`src/rtl/pred_shadow_unit.sv`:
```
module pred_shadow_unit #(
  parameter int XLEN  = 64,
  parameter int SLOTS = 8,
  localparam int IW   = $clog2(XLEN),
  localparam int PW   = (SLOTS > 1) ? $clog2(SLOTS) : 1
) (
  input  logic               clk,
  input  logic               rst_n,
  input  logic               flush,
  input  logic               mod_issue,
  input  logic [2*SLOTS-1:0] mod_slots,
  input  logic [2:0]         mod_inv,
  input  logic [IW-1:0]      mod_idx_a,
  input  logic [IW-1:0]      mod_idx_b,
  input  logic [IW-1:0]      mod_idx_c,
  input  logic [XLEN-1:0]    rd_a,
  input  logic [XLEN-1:0]    rd_b,
  input  logic [XLEN-1:0]    rd_c,
  input  logic               ins_issue,
  output logic               ins_exec,
  output logic               ins_suppress,
  output logic               shadow_active
);

  logic               act_q;
  logic [PW-1:0]      ptr_q;
  logic [2*SLOTS-1:0] codes_q;
  logic [2:0]         pbit_q;
  logic [1:0]         cur_code;
  logic               cond;
  logic               last_slot;

  assign cur_code  = codes_q[2*ptr_q +: 2];
  assign last_slot = (ptr_q == PW'(SLOTS-1));

  always_comb begin
    case (cur_code)
      2'b00:   cond = 1'b1;
      2'b01:   cond = pbit_q[0];
      2'b10:   cond = pbit_q[1];
      default: cond = pbit_q[2];
    endcase
  end

  assign ins_suppress  = ins_issue & act_q & ~cond;
  assign ins_exec      = ins_issue & ~ins_suppress;
  assign shadow_active = act_q;

  always_ff @(posedge clk or negedge rst_n) begin
    if (!rst_n) begin
      act_q   <= 1'b0;
      ptr_q   <= '0;
      codes_q <= '0;
      pbit_q  <= '0;
    end else if (flush) begin
      act_q <= 1'b0;
      ptr_q <= '0;
    end else if (mod_issue) begin
      act_q   <= 1'b1;
      ptr_q   <= '0;
      codes_q <= mod_slots;
      pbit_q  <= {rd_c[mod_idx_c] ^ mod_inv[2],
                  rd_b[mod_idx_b] ^ mod_inv[1],
                  rd_a[mod_idx_a] ^ mod_inv[0]};
    end else if (ins_issue && act_q) begin
      if (last_slot) begin
        act_q <= 1'b0;
        ptr_q <= '0;
      end else begin
        ptr_q <= ptr_q + 1'b1;
      end
    end
  end

  AST_ONE_DECISION: assert property (@(posedge clk) disable iff (!rst_n)
    ins_issue |-> (ins_exec ^ ins_suppress));
  AST_QUIET_IDLE: assert property (@(posedge clk) disable iff (!rst_n)
    !ins_issue |-> (!ins_exec && !ins_suppress));
  AST_NO_SHADOW_EXEC: assert property (@(posedge clk) disable iff (!rst_n)
    (ins_issue && !shadow_active) |-> ins_exec);
  AST_CODE_ZERO_EXEC: assert property (@(posedge clk) disable iff (!rst_n)
    (ins_issue && act_q && cur_code == 2'b00) |-> ins_exec);
  AST_FLUSH_CLEARS: assert property (@(posedge clk) disable iff (!rst_n)
    flush |=> !shadow_active);
  AST_MOD_STARTS: assert property (@(posedge clk) disable iff (!rst_n)
    (mod_issue && !flush) |=> (shadow_active && ptr_q == '0));
  AST_PTR_HOLDS: assert property (@(posedge clk) disable iff (!rst_n)
    (act_q && !ins_issue && !mod_issue && !flush) |=> ($stable(ptr_q) && shadow_active));
  AST_BITS_HELD: assert property (@(posedge clk) disable iff (!rst_n)
    (!mod_issue) |=> $stable(pbit_q));
  AST_LAST_ENDS: assert property (@(posedge clk) disable iff (!rst_n)
    (act_q && last_slot && ins_issue && !mod_issue && !flush) |=> !shadow_active);

endmodule

```
`config.mk`:
```
export PLATFORM = sky130hd
export DESIGN_NAME = pred_shadow_unit
export DESIGN_NICKNAME = d
export VERILOG_FILES = /design/src/rtl/pred_shadow_unit.sv
export SDC_FILE = /design/constraint.sdc
export NUM_CORES = 1
export LEC_CHECK = 0
export CAP_MARGIN = 30
export CELL_PAD_IN_SITES_DETAIL_PLACEMENT = 1
export CELL_PAD_IN_SITES_GLOBAL_PLACEMENT = 1
export CORE_ASPECT_RATIO = 0.7
export CORE_MARGIN = 2
export CORE_UTILIZATION = 25
export DETAILED_ROUTE_END_ITERATION = 8
export PLACE_DENSITY = 0.95
export RECOVER_POWER = 100
export SETUP_SLACK_MARGIN = 0.5
export SYNTH_ARGS = -nofsm -noshare
export SYNTH_HDL_FRONTEND = slang
export SYNTH_SLANG_ARGS = --single-unit
```
`constraint.sdc`:
```
create_clock -name clk -period 3.3 [get_ports clk]
set_input_delay 0.66 -clock clk [delete_from_list [all_inputs] [get_ports clk]]
set_output_delay 0.66 -clock clk [all_outputs]
set_load 0.02 [all_outputs]
```
==> results of run 1 <==
[power by group]
part           leakage (nW)  internal, W  switching (W)  total (W)
registers             0.275     0.000320      0.0000262   0.000346
logic                  1.81     0.000412       0.000191   0.000603
clock network        0.0382     0.000165      0.0000919   0.000256
[what timing repair did]
item | in CTS | in global routing
setup buffers | 1 | 0
resized for setup | 9 | 7
endpoints found under the setup margin | 3 | 4
[registers in the layout, summed over array words and instances (netlist names)]
name           count
ptr_q              3
pbit_q             3
shadow_active      1
codes_q           16
[kinds of logic (layout without fill, tap and decap cells)]
group | count (synthesis) | in the layout
compound gates | 23 | 23
simple gates | 72 | 72
xor+xnor | 3 | 3
buf+inv | 26 | 260
mux | 94 | 94
flops | 23 | 23
fa+ha+maj | 2 | 2
[worst min path at each step]
| stage | from | endpoint | depth (start not counted) |
|---|---|---|---|
| after global routing | codes_q[2] | codes_q[2] | 1 |
| after CTS | codes_q[2] | codes_q[2] | 1 |
| after detailed placement | codes_q[0] | codes_q[0] | 1 |
| after floorplan | rst_n | codes_q[0] | 0 |
| final | codes_q[4] | codes_q[4] | 1 |
| after global placement | codes_q[0] | codes_q[0] | 1 |
[through the flow]
step / total power (W) / instance area, sq um / hold WS [ns]
floorplan: 0.000593 / 2880 / 0.364
global placement: 0.000929 / 5410 / 0.492
detailed placement: 0.000961 / 5430 / 0.497
CTS: 0.00123 / 5520 / 0.512
global route: 0.00128 / 5490 / 0.533
finish: 0.00121 / 5490 / 0.514
[metal layers]
metal | vias to the layer above | GRT usage | part of all wire
met3 | 24 | 0.0340 | 0.043
met2 | 125 | 0.405 | 0.55
met5 | - | 0 | 0
met1 | 1562 | 0.234 | 0.38
li1 | 1476 | - | -
met4 | 0 | 0.0636 | 0.026
[synth_stat cells]
| cell | count | share of area |
|---|---|---|
| nor3b_1 | 1 | 0.0026 |
| a211oi_1 | 2 | 0.0052 |
| buf_6 | 4 | 0.016 |
| and4b_1 | 2 | 0.0069 |
| nor2b_1 | 8 | 0.017 |
| ha_1 | 2 | 0.0087 |
| mux2i_1 | 34 | 0.12 |
| mux4_2 | 29 | 0.23 |
| nor2_1 | 8 | 0.010 |
| o21ai_0 | 1 | 0.0017 |
| buf_4 | 3 | 0.0078 |
| nand3_1 | 14 | 0.024 |
| nand2_1 | 9 | 0.012 |
| o311ai_0 | 2 | 0.0061 |
| nor4b_4 | 1 | 0.0082 |
| clkbuf_1 | 7 | 0.0091 |
| xor2_1 | 3 | 0.0091 |
| a21oi_1 | 8 | 0.014 |
| nand3b_1 | 4 | 0.010 |
| o2111ai_1 | 3 | 0.0091 |
| or3b_1 | 1 | 0.0030 |
| nor3_1 | 8 | 0.014 |
| buf_2 | 8 | 0.014 |
| nand4_1 | 5 | 0.011 |
| mux4_1 | 12 | 0.11 |
| nand2b_1 | 2 | 0.0043 |
| o211ai_1 | 1 | 0.0026 |
| o2111a_1 | 1 | 0.0039 |
| a41oi_2 | 1 | 0.0056 |
| a22oi_1 | 4 | 0.010 |
| nor4_1 | 9 | 0.020 |
| mux2_2 | 19 | 0.074 |
| dfrtp_1 | 23 | 0.20 |
| inv_1 | 4 | 0.0052 |
[worst register-to-register path, stage by stage, from the launching register on]
cell	delay, ns
dfrtp_1	0.49
buf_4	0.20
ha_1	0.21
ha_1	0.24
nor3_1	0.27
a21oi_1	0.09
nor3_1	0.20
[area by class of cell]
cell class | instances | area share
Clock buffer | 4 | 0.0144
Timing Repair Buffer | 252 | 0.450
Sequential cell | 23 | 0.105
Inverter | 4 | 0.00273
Tap cell | 153 | 0.0349
Multi-Input combinational cell | 194 | 0.393
==> results.ini, run 1 <==
[run_status]
status = complete, no violations

[cells_and_area]
fin_cells = 630
syn_to_final_growth_pct = 90.5
post-route-util = 0.493
final_cell_mix = clkdlybuf4s50_1, mux2i_1, mux4_2, dfrtp_1, mux2_2
multiInputGateArea_sq_um = 2160
area.sequential_sq_um = 576
drive_above_1_share = 0.147
fillers = 1202
layout.nets = 714
antenna_cells = 0
layout_commonest_cell = clkdlybuf4s50_1

[logic_synthesis]
synth-compound-area-share = 0.0586
syn_area_per_cell_sq_um = 11.9
synth_top_family_by_area = multiplexers
synthMuxAreaShare = 0.528
synth.cell_area_sq_um = 2880
ys_types = 34
syn_nets = 479
yosysSeqAreaShare = 0.200
synth-adder-area-share = 0.00868
synth_xor_area_frac = 0.00912
yosys_warnings = 0
synth-seq-cells = 23
synthCells = 243
synth-simple-area-share = 0.144

[clock_tree]
cts.hold.buffers_added = 0
cts_htree_levels = 1
cts_buffers = 3
clockBufferDepth = 2
clk_latency_ns = 0.25
cts_tree = yes
clock-sinks = 23
clock-root-buffer = clkbuf_16
path_clk_slew_ns = 0.06

[timing]
period_minus_slack_ns = 2.91
finalHoldViolCount = 0
skew_ns = 0.000218
grt_setup_unrepaired = yes
fmax_mhz = 344
tns_ns = 0
fin_crit_sh = 0.881
fin_ws_ns = 0.393
drv_slew = 0
relSlewSlack = 0.247
setup_viol = 0
tightest_slew_ns = 1.13

[critical_path]
cp_top_family = multiplexers
slowest_delay_ns = 0.55
crit_end = ins_exec
crit_path_cell_trace = mux4_2 -> mux2i_1 -> mux2i_1 -> o2111a_2 -> nor2b_1 -> buf_2
cp.buffers_inverters = 1
end_kind = primary output
slowest_stage = mux4_2
worstRegToRegCells = 6
r2r_start = ptr_q[0]
r2r_end = ptr_q[0]
arrival_ns = 2.25
path_common_cell = mux2i_1
crit_type = reg -> out
r2r_slack_ns = 1.50
cp_max_fo = 6
critical_path_required_ns = 2.64
startpoint = ptr_q[0]
crit_path_start_kind = flop
cp_num_cells = 6

[placed_design]
hpwl_um = 11500
port_buffers = 236
place_ws_ns = 0.129
dp_cells = 625
place_congestion = 0.863

[drt]
dr_total_vias = 3187
drt_iter0_drc = 97
antenna_left = 0
drc = 0
first_pass_iters = 4
wire_per_inst_um = 20.7
wl_um = 13100
routed_via_density = 5.06

[power_and_ir_drop]
leakage_nw = 2.12
vdd_drop_max_v = 0.000153
p_per_area_nw_per_um2 = 220

[global_route]
grt_start_max_net_pins = 23
grt_pass1_wl_um = 19800
grt_pass1_vias = 3767
grt-ovfl-total = 0
grt_antenna_before_repair = 0
grt.total_usage = 0.208

[floorplanning]
die_w_um = 132
initial_core_util = 0.259
io-pin-count = 237
core_area_sq_um = 11100
row_count = 32
die_h_um = 93.8
die_area_sq_um = 12400

[run]
drv_cap = 0

[min_path]
hold_class = reg -> reg

(Power assumes the default switching activity.)
==> inputs of run 2 (changes only) <==
--- a/config.mk
+++ b/config.mk
@@ -9,7 +9,6 @@
 export CELL_PAD_IN_SITES_DETAIL_PLACEMENT = 1
 export CELL_PAD_IN_SITES_GLOBAL_PLACEMENT = 1
 export CORE_ASPECT_RATIO = 0.7
-export CORE_MARGIN = 2
 export CORE_UTILIZATION = 25
 export DETAILED_ROUTE_END_ITERATION = 8
 export PLACE_DENSITY = 0.95
==> results.ini, run 2 (synthesis results as in run 1) <==
[power_and_ir_drop]
p_int_w = 0.000899  ; +0.15%
netSwitchingFraction = 0.256  ; about the same
vdd_drop_max_v = 0.000141  ; -7.6%
p_comb_frac = 0.498  ; -0.002
power_switching_w = 0.000310  ; +0.26%
leakage_nw = 2.12  ; -0.13%
p_per_area_nw_per_um2 = 219  ; -0.14%
pwr-share-seq = 0.287  ; about the same
clkPwrFrac = 0.215  ; +0.002
finalPower_w = 0.00121  ; +0.18%

[global_route]
grt_antenna_before_repair = 0  ; unchanged
grt_pass1_vias = 3718  ; -1.3%
grt_pass1_wl_um = 19700  ; -0.87%
grt_start_max_net_pins = 23  ; unchanged
grt-ovfl-total = 0  ; unchanged
grt.total_usage = 0.216  ; +0.00819

[placed_design]
port_buffers = 236  ; unchanged
hpwl_um = 11200  ; -2.2%
place_congestion = 0.849  ; -1.5%

[cells_and_area]
largest_reg_flops = 16  ; unchanged
largestRegisters = codes_q x16, pbit_q x3, ptr_q x3
top_register = codes_q
layout_commonest_cell = clkdlybuf4s50_1
layout.nets = 715  ; +0.14%
antenna_cells = 0  ; unchanged
syn_to_final_growth_pct = 91.1
drive_above_1_share = 0.146  ; -0.000307
final_cell_mix = clkdlybuf4s50_1, mux2i_1, mux4_2, dfrtp_1, mux2_2

[floorplanning]
die_h_um = 91.8  ; -2.1%
core_area_sq_um = 11100  ; unchanged
row_count = 32  ; unchanged
io-pin-count = 237  ; unchanged
initial_core_util = 0.259  ; unchanged
die_area_sq_um = 12000  ; -3.6%
die_w_um = 130  ; -1.5%

[run]
drv_cap = 0  ; unchanged

[clock_tree]
cts_htree_levels = 1  ; unchanged
path_clk_slew_ns = 0.06  ; about the same
clockBufferDepth = 2  ; unchanged
cts_buffers = 3  ; unchanged
clock-root-buffer = clkbuf_16
clock-sinks = 23  ; unchanged
cts.hold.buffers_added = 0  ; unchanged
clk_latency_ns = 0.25  ; about the same
cts_tree = yes

[timing]
drv_slew = 0  ; unchanged
tns_ns = 0  ; unchanged
fin_crit_sh = 0.868  ; -0.0131
grt_setup_unrepaired = yes
setup_viol = 0  ; unchanged
period_minus_slack_ns = 2.86  ; -0.0433 ns
skew_ns = 0.000627  ; +0.000408 ns
finalHoldViolCount = 0  ; unchanged
fmax_mhz = 349  ; +1.5%
relSlewSlack = 0.226  ; -0.0212
tightest_slew_ns = 1.16  ; +0.0318 ns

[critical_path]
end_kind = primary output
crit_path_start_kind = flop
cp_max_fo = 4  ; -2
crit_type = reg -> out
r2r_start = ptr_q[0]
startpoint = ptr_q[0]
critical_path_required_ns = 2.64  ; about the same
arrival_ns = 2.20  ; -0.05 ns

[drt]
drt_iter0_drc = 102  ; +5.2%
antenna_left = 0  ; unchanged
wl_um = 12700  ; -3.1%
dr_total_vias = 3226  ; +1.2%
routed_via_density = 5.11  ; +1.1%
wire_per_inst_um = 20.1  ; -3.3%
drc = 0  ; unchanged
first_pass_iters = 4  ; unchanged

[run_status]
status = complete, no violations

[min_path]
hold_class = reg -> reg
hold_start = codes_q[2]

## run 2: power groups by stage
stage               clock network (W)  logic, W  registers, W
floorplan                           0  0.000254      0.000339
global placement                    0  0.000578      0.000350
detailed placement                  0  0.000607      0.000352
CTS                          0.000267  0.000612      0.000347
global route                 0.000280  0.000645      0.000351
finish                       0.000260  0.000601      0.000347
## run 2: critical path, stage by stage (launching register included)
cell	delay (ns)
dfrtp_1	0.48
mux4_2	0.56
mux2i_2	0.20
mux2i_1	0.22
o2111a_1	0.24
clkbuf_1	0.25
## run 2: path summary, 6_finish.rpt
check / end / slack (ns) / cells after the start
setup / recovery: ins_suppress / 0.44 / 5
hold / removal: codes_q[2] / 0.51 / 1
setup reg to reg: ptr_q[1] / 1.60 / 6
hold reg to reg: codes_q[2] / 0.51 / 1
max in group asynchronous: codes_q[15] / 1.38 / 2
min in group asynchronous: codes_q[4] / 0.72 / 1
## run 2: per-layer routing
| layer | up-vias | wire length [um] | track usage |
|---|---|---|---|
| li1 | 1478 | - | - |
| met1 | 1619 | 4980 | 0.251 |
| met2 | 109 | 6890 | 0.409 |
| met3 | 20 | 534 | 0.0309 |
| met4 | 0 | 257 | 0.0572 |
| met5 | - | 0 | 0 |
## run 2: metrics by stage
stage,cells,hold WS [ns],instance area [sq um],utilization,worst slack (ns)
2_1_floorplan,243,0.364,2880,-,0.676
3_3_place_gp,624,0.492,5410,0.486,0.294
3_5_place_dp,625,0.500,5430,0.488,0.228
4_1_cts,631,0.516,5540,0.497,0.498
5_1_grt,631,0.537,5510,0.495,0.270
6_report,631,0.512,5510,0.495,0.436
## run 2: timing repair
| item | in CTS | in global routing |
|---|---|---|
| cloned | 0 | 0 |
| endpoints found under the hold margin | 0 | 0 |
| pin swaps | 0 | 0 |
| endpoints found under the setup margin | 2 | 4 |
| buffers inserted | 2 | 0 |
| gates resized for setup | 10 | 3 |
## run 2: layout make-up
class	count	area [sq um]
Clock buffer	4	78.8
Fill cell	1216	5620
Inverter	4	15.0
Multi-Input combinational cell	194	2160
Sequential cell	23	576
Tap cell	153	191
Timing Repair Buffer	253	2490
==> inputs of run 3 (changes only) <==
==> constraint.sdc (replaced) <==
create_clock -name clk -period 3.6 [get_ports clk]
set_input_delay 0.72 -clock clk [delete_from_list [all_inputs] [get_ports clk]]
set_output_delay 0.72 -clock clk [all_outputs]
set_load 0.02 [all_outputs]
==> results.ini, run 3 (synthesis results as in run 1) <==
[timing]
finalHoldViolCount = 0  ; unchanged
skew_ns = 0.00190  ; +0.00127 ns
setup_viol = 0  ; unchanged
relSlewSlack = 0.261  ; +0.0351
period_minus_slack_ns = 3.15
tightest_slew_ns = 1.11  ; -0.0527 ns
tns_ns = 0  ; unchanged
drv_slew = 0  ; unchanged
fmax_mhz = 318
fin_crit_sh = 0.874
grt_setup_unrepaired = no

[placed_design]
port_buffers = 236  ; unchanged
hpwl_um = 11600  ; +3.5%
place_congestion = 0.837  ; -1.5%

[clock_tree]
clk_latency_ns = 0.26  ; about the same
path_clk_slew_ns = 0.06  ; about the same
cts_htree_levels = 1  ; unchanged
cts_tree = yes
cts.hold.buffers_added = 0  ; unchanged
clock-root-buffer = clkbuf_16
clock-sinks = 23  ; unchanged
cts_buffers = 3  ; unchanged
clockBufferDepth = 2  ; unchanged

[global_route]
grt.total_usage = 0.228  ; +0.0115
grt_pass1_vias = 3666  ; -1.4%
grt_antenna_before_repair = 0  ; unchanged
grt-ovfl-total = 0  ; unchanged
grt_start_max_net_pins = 23  ; unchanged
grt_pass1_wl_um = 20200  ; +2.9%

[power_and_ir_drop]
finalPower_w = 0.00112  ; -7.4%
netSwitchingFraction = 0.265  ; +0.00835
p_comb_frac = 0.495  ; -0.003
leakage_nw = 2.09  ; -1.7%
vdd_drop_max_v = 0.000161  ; +14%
p_per_area_nw_per_um2 = 204  ; -7.0%
pwr-share-seq = 0.284  ; -0.003
power_switching_w = 0.000296  ; -4.4%
p_int_w = 0.000822  ; -8.5%
clkPwrFrac = 0.220  ; +0.005

[critical_path]
cp_max_fo = 6  ; +2
startpoint = ptr_q[0]
end_kind = primary output
crit_path_start_kind = flop
r2r_start = ptr_q[0]
critical_path_required_ns = 2.88  ; +0.24 ns
crit_type = reg -> out
arrival_ns = 2.43  ; +0.23 ns
worstRegToRegCells = 5  ; -1

[cells_and_area]
largestRegisters = codes_q x16, pbit_q x3, ptr_q x3
syn_to_final_growth_pct = 90.3
fillers = 1223  ; +0.58%
area.sequential_sq_um = 576  ; unchanged
drive_above_1_share = 0.137  ; -0.00931
top_register = codes_q
largest_reg_flops = 16  ; unchanged
multiInputGateArea_sq_um = 2170  ; +0.41%
layout.nets = 711  ; -0.56%
final_cell_mix = clkdlybuf4s50_1, mux2i_1, mux4_2, dfrtp_1, mux2_2
antenna_cells = 0  ; unchanged
layout_commonest_cell = clkdlybuf4s50_1

[floorplanning]
row_count = 32  ; unchanged
core_area_sq_um = 11100  ; unchanged
initial_core_util = 0.259  ; unchanged
die_area_sq_um = 12000  ; unchanged
die_w_um = 130  ; unchanged
die_h_um = 91.8  ; unchanged
io-pin-count = 237  ; unchanged

[drt]
first_pass_iters = 4  ; unchanged
wl_um = 13200  ; +4.1%
dr_total_vias = 3216  ; -0.31%
antenna_left = 0  ; unchanged
wire_per_inst_um = 21.0  ; +4.7%
drt_iter0_drc = 76  ; -25%
drc = 0  ; unchanged
routed_via_density = 5.13  ; +0.33%

[min_path]
worstHoldPathCells = 1  ; unchanged
hold_start = codes_q[2]
hold_class = reg -> reg

[run]
drv_cap = 0  ; unchanged

[run_status]
status = complete, no violations

run 3: changes by cell type in the layout (fill, tap and decap cells not counted), sizes merged:
| cell | previous run | this run |
|---|---|---|
| clkbuf | 8 | 6 |
| buf | 15 | 10 |
| dlymetal6s2s | 2 | 0 |
| clkdlybuf4s25 | 0 | 1 |
| clkinvlp | 0 | 1 |
| dlygate4sd2 | 0 | 1 |
| clkdlybuf4s50 | 226 | 228 |
run 3: cell type report:
| class | count | area share |
|---|---|---|
| repair buffers | 249 | 0.447 |
| flip-flops and latches | 23 | 0.105 |
| multi-input cells | 194 | 0.396 |
| well taps | 153 | 0.0349 |
| clock inverters | 1 | 0.00137 |
| inverters | 4 | 0.00274 |
| clock buffers | 3 | 0.0137 |
run 3: path summary, 6_finish.rpt:
path | endpoint | slack (ns)
worst max-delay path | ins_exec | 0.45
min in group asynchronous | codes_q[4] | 0.76
worst min register to register | codes_q[2] | 0.51
worst min-delay path | codes_q[2] | 0.51
worst max register to register | ptr_q[1] | 1.97
max in group asynchronous | codes_q[2] | 1.65
run 3: per-layer routing:
| layer | up-vias | wire length (um) | share of wire | track usage |
|---|---|---|---|---|
| met1 | 1612 | 5000 | 0.38 | 0.257 |
| met3 | 20 | 580 | 0.044 | 0.0397 |
| met5 | - | 0 | 0 | 0 |
| li1 | 1473 | - | - | - |
| met4 | 0 | 249 | 0.019 | 0.0562 |
| met2 | 111 | 7340 | 0.56 | 0.436 |
run 3: power groups by stage:
stage | registers (W) | logic (W) | clock network (W)
after CTS | 0.000318 | 0.000560 | 0.000254
final | 0.000318 | 0.000554 | 0.000246
after detailed placement | 0.000323 | 0.000559 | 0
after global placement | 0.000321 | 0.000527 | 0
after global routing | 0.000323 | 0.000594 | 0.000264
after floorplan | 0.000310 | 0.000233 | 0
run 3: worst max-delay path: stages (launching register included):
cell	delay (ns)
dfrtp_1	0.52
mux4_2	0.56
mux2i_1	0.24
o21ai_0	0.16
o2111a_1	0.20
nor2b_1	0.11
clkdlybuf4s25_1	0.38
run 3: timing repair:
| action | 4_1_cts | 5_1_grt |
|---|---|---|
| pin swaps | 0 | 0 |
| buffers inserted | 0 | 1 |
| hold endpoints to repair | 0 | 0 |
| resized for setup | 3 | 3 |
| setup endpoints to repair | 2 | 2 |
run 3: stage by stage:
step                area [sq um]  std cells   util  setup WS [ns]  hold slack, ns
floorplan                   2880        243      -          0.916           0.424
global placement            5380        621  0.484          0.538           0.494
detailed placement          5410        622  0.486          0.450           0.501
CTS                         5490        626  0.493          0.523           0.515
global route                5480        627  0.493          0.324           0.540
finish                      5480        627  0.493          0.452           0.514
